**config.mk**
```make
export PLATFORM = sky130hd
export DESIGN_NAME = can_dom_guard
export DESIGN_NICKNAME = d
export VERILOG_FILES = /design/src/rtl/can_dom_guard.sv
export SDC_FILE = /design/constraint.sdc
export NUM_CORES = 1
export LEC_CHECK = 0
export ABC_AREA = 0
export BUFFER_PORTS_ARGS = -buffer_cell sky130_fd_sc_hd__buf_2
export CORE_UTILIZATION = 45
export CTS_BUF_LIST = sky130_fd_sc_hd__clkbuf_8
export CTS_CLUSTER_SIZE = 25
export DETAILED_ROUTE_END_ITERATION = 8
export SYNTH_ARGS = -nofsm -noshare
export SYNTH_HDL_FRONTEND = slang
export SYNTH_SLANG_ARGS = --single-unit
```
**constraint.sdc**
```tcl
create_clock -name clk -period 2.1 [get_ports clk]
set_input_delay 0.105 -clock clk [delete_from_list [all_inputs] [get_ports clk]]
set_output_delay 0.105 -clock clk [all_outputs]
set_load 0.02 [all_outputs]
```
**src/rtl/can_dom_guard.sv**
```systemverilog
module can_dom_guard #(
  parameter int unsigned TIMEOUT_CYC = 1000,
  localparam int unsigned CNT_W = $clog2(TIMEOUT_CYC + 1)
) (
  input  logic clk,
  input  logic rst_n,
  input  logic txd_in,
  input  logic bus_rx,
  output logic drv_txd,
  output logic drv_en,
  output logic rxd_out,
  output logic fault
);

  localparam logic [CNT_W-1:0] CNT_MAX  = CNT_W'(TIMEOUT_CYC);
  localparam logic [CNT_W-1:0] CNT_LAST = CNT_W'(TIMEOUT_CYC - 1);

  logic             sync_a, sync_b, prev_b;
  logic             armed;
  logic [CNT_W-1:0] cnt;
  logic             fall;

  assign fall = prev_b & ~sync_b;

  always_ff @(posedge clk or negedge rst_n) begin
    if (!rst_n) begin
      sync_a <= 1'b0;
      sync_b <= 1'b0;
      prev_b <= 1'b0;
      armed  <= 1'b0;
      cnt    <= '0;
      fault  <= 1'b0;
    end else begin
      sync_a <= txd_in;
      sync_b <= sync_a;
      prev_b <= sync_b;
      if (sync_b) begin
        armed <= 1'b0;
        cnt   <= '0;
        fault <= 1'b0;
      end else if (fall) begin
        armed <= 1'b1;
        cnt   <= '0;
      end else if (armed) begin
        if (cnt != CNT_MAX) cnt <= cnt + 1'b1;
        if (cnt == CNT_LAST) fault <= 1'b1;
      end
    end
  end

  assign drv_txd = ~(armed & ~fault);
  assign drv_en  = ~fault;
  assign rxd_out = bus_rx;

  a_r2_arm_on_fall: assert property (@(posedge clk) disable iff (!rst_n)
    $rose(armed) |-> ($past(prev_b) && !$past(sync_b)));

  a_r3_full_count: assert property (@(posedge clk) disable iff (!rst_n)
    $rose(fault) |-> $past(cnt) == CNT_LAST);

  a_r5_clear_on_recessive: assert property (@(posedge clk) disable iff (!rst_n)
    (fault && sync_b) |=> !fault);

  a_r7_no_wrap: assert property (@(posedge clk) disable iff (!rst_n)
    (armed && cnt == CNT_MAX && !sync_b) |=> (cnt == CNT_MAX && fault));

  a_r9_fault_needs_arm: assert property (@(posedge clk) disable iff (!rst_n)
    $rose(fault) |-> $past(armed));

  a_r4_drive_off: assert property (@(posedge clk) disable iff (!rst_n)
    fault |-> (drv_txd && !drv_en));

endmodule

```
Word level (Yosys, flattened, before mapping)
Index checks and enable logic that the tools add are counted.
{"block": "op_classes", "n_addsub": 1, "n_eq_ne": 3, "n_mux": 10, "n_bitwise": 5, "reduce_logical": 7}
{"operator": "10-bit two-way mux", "n": 4}
{"operator": "10-bit by 1-bit adder with 10-bit output, second input constant", "n": 1}
{"operator": "10-bit equality test, second input constant", "n": 1}
{"operator": "10-bit inequality test, second input constant", "n": 1}
{"operator": "1-bit two-way mux", "n": 6}
{"operator": "2-bit nonzero test", "n": 3}
{"operator": "3-bit nonzero test", "n": 2}
{"operator": "1-bit inverter", "n": 3}
{"operator": "3-bit AND reduction", "n": 1}
{"operator": "1-bit bitwise AND", "n": 2}
{"operator": "2-bit inequality test, second input constant", "n": 1}
{"operator": "2-bit AND reduction", "n": 1}
{"block": "word_totals", "regBits": 15, "inputBits": 4, "out_inout_bits": 4, "elab_cells": 32}

Logic depth before layout (Yosys ltp)
{"block": "depth", "depth_word": 5, "mapped_depth": 5, "mapped_depth_nobuf": 5}

Least setup slack after synthesis
OpenSTA, ideal clock, no wires.
{"block": "synth_path", "path_type": "register to register", "start": "reg cnt[0]", "end": "reg cnt[6]", "setup_time_ps": 77, "arrival_time_ps": 1355, "required_ps": 2023, "slack_ps": 667, "path_stages_with_launch": 5, "path_buffers": 0, "synth_period_minus_slack_ps": 1433, "path_cell_list": "dfrtp_1 -> ha_1 -> nand3_1 -> or4_1 -> a21oi_1"}
{"block": "synth_via", "elab_chain_len": 5, "elab_cells_between_ends": 8, "cone_classes": "add/sub: 1; eq/ne: 1; mux: 4; reduce/logical: 2"}
{"item": "start, declared", "line": "20", "rtl": "logic [CNT_W-1:0] cnt;"}
{"item": "start signal, assigned", "line": "45", "rtl": "if (cnt != CNT_MAX) cnt <= cnt + 1'b1;"}
{"item": "10-bit by 1-bit adder with 10-bit output", "line": "45"}
{"item": "10-bit two-way mux", "line": "45"}
{"item": "10-bit two-way mux", "line": "44", "rtl": "end else if (armed) begin"}
{"item": "10-bit two-way mux", "line": "41", "rtl": "end else if (fall) begin"}
{"item": "10-bit two-way mux", "line": "37", "rtl": "if (sync_b) begin"}
Parallel ways exist; a longest one is shown, timed or not. The select of a mux whose other input is x is not followed.
A chain may end at the register's enable or synchronous reset.

Worst setup path in the final report
{"block": "layout_path", "start": "reg cnt[0]", "end": "reg fault"}
{"block": "layout_via", "elab_chain_len": 3}
{"item": "10-bit equality test", "line": "46", "rtl": "if (cnt == CNT_LAST) fault <= 1'b1;"}
{"item": "2-bit nonzero test (no line)"}
{"item": "3-bit AND reduction (no line)"}
{"item": "end signal, assigned", "line": "32", "rtl": "fault <= 1'b0;"}
{"item": "end signal, assigned", "line": "40", "rtl": "fault <= 1'b0;"}
{"item": "end signal, assigned", "line": "46"}
{"item": "end, declared", "line": "12", "rtl": "output logic fault"}
Every way passes these cells.

==> summary.txt <==
Status
  – Status: finished, final reports clean

Timing
  – Final Critical Period: 1.640 ns
  – Fin crit share: 78.08%
  – Final setup fails: 0
  – Setup TNS: 0 ns
  – Highest clock rate: 609.9 MHz
  – Worst Tran Pin Value: 0.4481 ns
  – Unrepaired setup endpoints after global routing: no
  – Fin. Hold Viols: 0
  – Slew Limit Fails: 0
  – Clock Skews: 0.001556 ns
  – Slew HR: 70.01%

Power and ir drop
  – Clk pwr share: 40.9%
  – Worst vdd rail ir drop: 633.8 uV
  – Internal power: 0.0004391 W
  – P_leak: 0.3539 nW
  – Switching pwr: 0.0001340 W
  – Pwr per Cell Area: 634.5 mW/mm^2
  – Reg power frac: 53.9%
  – Switch share: 23.38%
  – Logic gate share of total power: 5.1%
  – Total power: 0.0005732 W

Synth
  – Largest family of logic cells by synthesized area: simple AND/OR/NAND/NOR gates
  – Flops & latches, synth: 15
  – Synth Flop Type: dfrtp_1
  – Cell with the most instances after synthesis: dfrtp_1
  – Synth area leaders: dfrtp_1 47%, o31ai_1 4.7%, a21oi_1 3.7%
  – Mux cell area share after synthesis: 0%
  – Top post-synthesis cells by count: 15 x dfrtp_1, 6 x a21oi_1, 6 x nand3_1, 6 x nor2_1, 5 x o31ai_1
  – Post-synth EDFFs: 0
  – Synth Area in Simple Gates: 28.66%
  – Post-Synthesis Cells: 80
  – Post-synth cell types: 32
  – Area share of the largest cell type after synthesis: 46.73%
  – Adder-Cell Fraction of Synth Area: 3.115%
  – Seq/Total Area, Yosys: 46.73%
  – Mapped Nets: 86
  – Synthesized area: 803.3 sq um
  – Compound-Gate Fraction of Synth Area: 14.80%
  – Synth area leader: dfrtp_1
  – XOR/XNOR share of the synthesized area: 2.181%
  – Asr flop ratio synth: 100.0%
  – Synth Warn #: 0
  – Avg Inst Size Synth: 10.04 sq um

Finish
  – Layout Utilization: 56.67%
  – Multi-input logic area: 391.6 sq um
  – Register Area: 375.4 sq um
  – Layout Cells excl Fill: 111
  – Layout cells sized above 1: 17.24%
  – Area delta synth->final: 12.46%
  – Layout Nets: 94
  – Antenna diode count: 0
  – Fillers: 148
  – Design area: 903.4 sq um

Route
  – Detailed Route WL: 1571 um
  – Detail Route Antenna Nets: 0
  – TritonRoute pass-1 iters: 4
  – Via count: 624
  – Iteration-0 DRC Markers: 23
  – Per-cell routed wire length: 14.15 um
  – Vias per cell: 5.622
  – # DRC: 0

Critical path
  – R2r startpoint: cnt[0]$_DFFE_PN0P_
  – CP startpoint kind: register
  – Worst Reg2Reg Path Length in Cells: 4
  – FF-to-FF End: fault$_DFFE_PN0P_
  – Largest stage delay on the critical path: 0.52 ns
  – Crit. Startpoint: cnt[0]$_DFFE_PN0P_
  – Worst EP required: 2.28 ns
  – CP Max Fanout: 7
  – CP max-delay cell: or4b_1
  – CP Class: reg -> reg
  – WP data arrival: 1.82 ns
  – Crit-path cells: ha_1 -> nand3_1 -> or4b_1 -> a21oi_1
  – Setup slack, reg-to-reg: 0.46 ns
  – Worst Setup End Kind: register
  – Critical Path End: fault$_DFFE_PN0P_

CTS
  – Worst-path clk slew: 0.06 ns
  – Max clock buf depth: 2
  – CTS Sinks: 15
  – CTS root buf: clkbuf_8
  – CTS tree: done
  – Post_cts resized: 0
  – TritonCTS Buffers: 3
  – Skew-Pair Late Insertion Delay: 0.25 ns
  – H-tree levels: 1

Floorplanning
  – Starting density of the core: 50.39%
  – Die area: 0.001958 sq mm
  – Ports: 8
  – Row Count: 14
  – Die width: 44.25 um
  – Die height: 44.25 um
  – Core area: 0.001594 sq mm

Flow run
  – Max-Cap Viols: 0

Global routing
  – All-Layer GR Usage: 19.64%
  – First-pass GRT wire length: 2704 um
  – Grt ovf: 0
  – Largest net degree at the start of global routing: 16
  – Vias in the first global route: 585
  – Initial antenna violation count: 0

Placement
  – Dpl hpwl: 1085 um
  – Gp weighted congestion: 0.8405
  – Placed cells: 105
  – I/O Buffers: 5
  – Placed cell areas: 837.1 sq um

Worst hold path
  – HP Class: in -> out
-- what timing repair did --
item / in CTS / in global routing
buffers inserted: 0 / 0
hold buffers: 2 / 0
hold endpoints to repair: 16 / 0
-- metrics by stage --
step | setup WS, ns | hold slack, ns
floorplan | 0.6674 | -0.1906
global placement | 0.5211 | 0.02655
detailed placement | 0.4894 | 0.02597
CTS | 0.4688 | 0.2102
global route | 0.3623 | 0.2100
finish | 0.4603 | 0.2100
-- critical path, delay by kind of cell, from the launching register on --
| family | cells | cell delay (ns) |
|---|---|---|
| and+or+nand+nor | 2 | 0.70 |
| AOI/OAI and AO/OA | 1 | 0.15 |
| adders and majority gates | 1 | 0.25 |
| DFF | 1 | 0.47 |
-- flip-flops by register name, summed over array words and instances, names as in the netlist --
signal / flops
armed: 1
sync_a: 1
prev_b: 1
cnt: 10
fault: 1
sync_b: 1
-- how the worst min path moves through the flow --
stage | start | to | slack (ns) | cells after the start
6_report | bus_rx | rxd_out | 0.21 | 0
3_5_place_dp | rst_n | armed$_DFFE_PN0P_ | 0.03 | 1
4_1_cts | bus_rx | rxd_out | 0.21 | 0
2_1_floorplan | rst_n | armed$_DFFE_PN0P_ | -0.19 | 0
5_1_grt | bus_rx | rxd_out | 0.21 | 0
3_3_place_gp | rst_n | armed$_DFFE_PN0P_ | 0.03 | 1
-- layout make-up --
cell class	count	share of cell area (%)
multi-input combinational	57	43.35
tap	24	3.324
clock inverter	1	0.5540
inverter	4	1.662
clock buffer	3	4.571
timing repair buffer	7	4.986
sequential	15	41.55
-- power groups by stage --
stage	combinational (W)	sequential, W	clock, W
6_report	0.0000295	0.000309	0.000235
5_1_grt	0.0000341	0.000311	0.000253
4_1_cts	0.0000301	0.000309	0.000239
3_5_place_dp	0.0000272	0.000314	0
3_3_place_gp	0.0000273	0.000314	0
2_1_floorplan	0.0000225	0.000308	0
-- per-layer routing --
metal / up-vias / wire length (um) / share of wire [%] / track usage (%)
li1: 312 / - / - / -
met1: 296 / 873 / 56 / 30.71
met2: 14 / 611 / 39 / 25.59
met3: 2 / 76 / 4.8 / 7.347
met4: 0 / 9 / 0.57 / 4.242
met5: - / 0 / 0 / 0
-- cells in the final DEF, fill, tap and decap left out, drive strengths merged, types with 3 or more instances in the layout --
master,synthesis,routed
nor4b,3,3
nor2,6,6
nand2,4,4
nand3,6,6
clkbuf,2,3
or4,4,4
a21oi,6,6
dfrtp,15,15
buf,2,5
nand4,3,3
inv,4,4
o31ai,5,5
-- cells by family after synthesis --
kind of cell | count (synthesis)
buf+inv | 8
xor+xnor | 2
compound gates | 18
fa+ha+maj | 2
flops | 15
simple gates | 35
(Power assumes the default switching activity.)
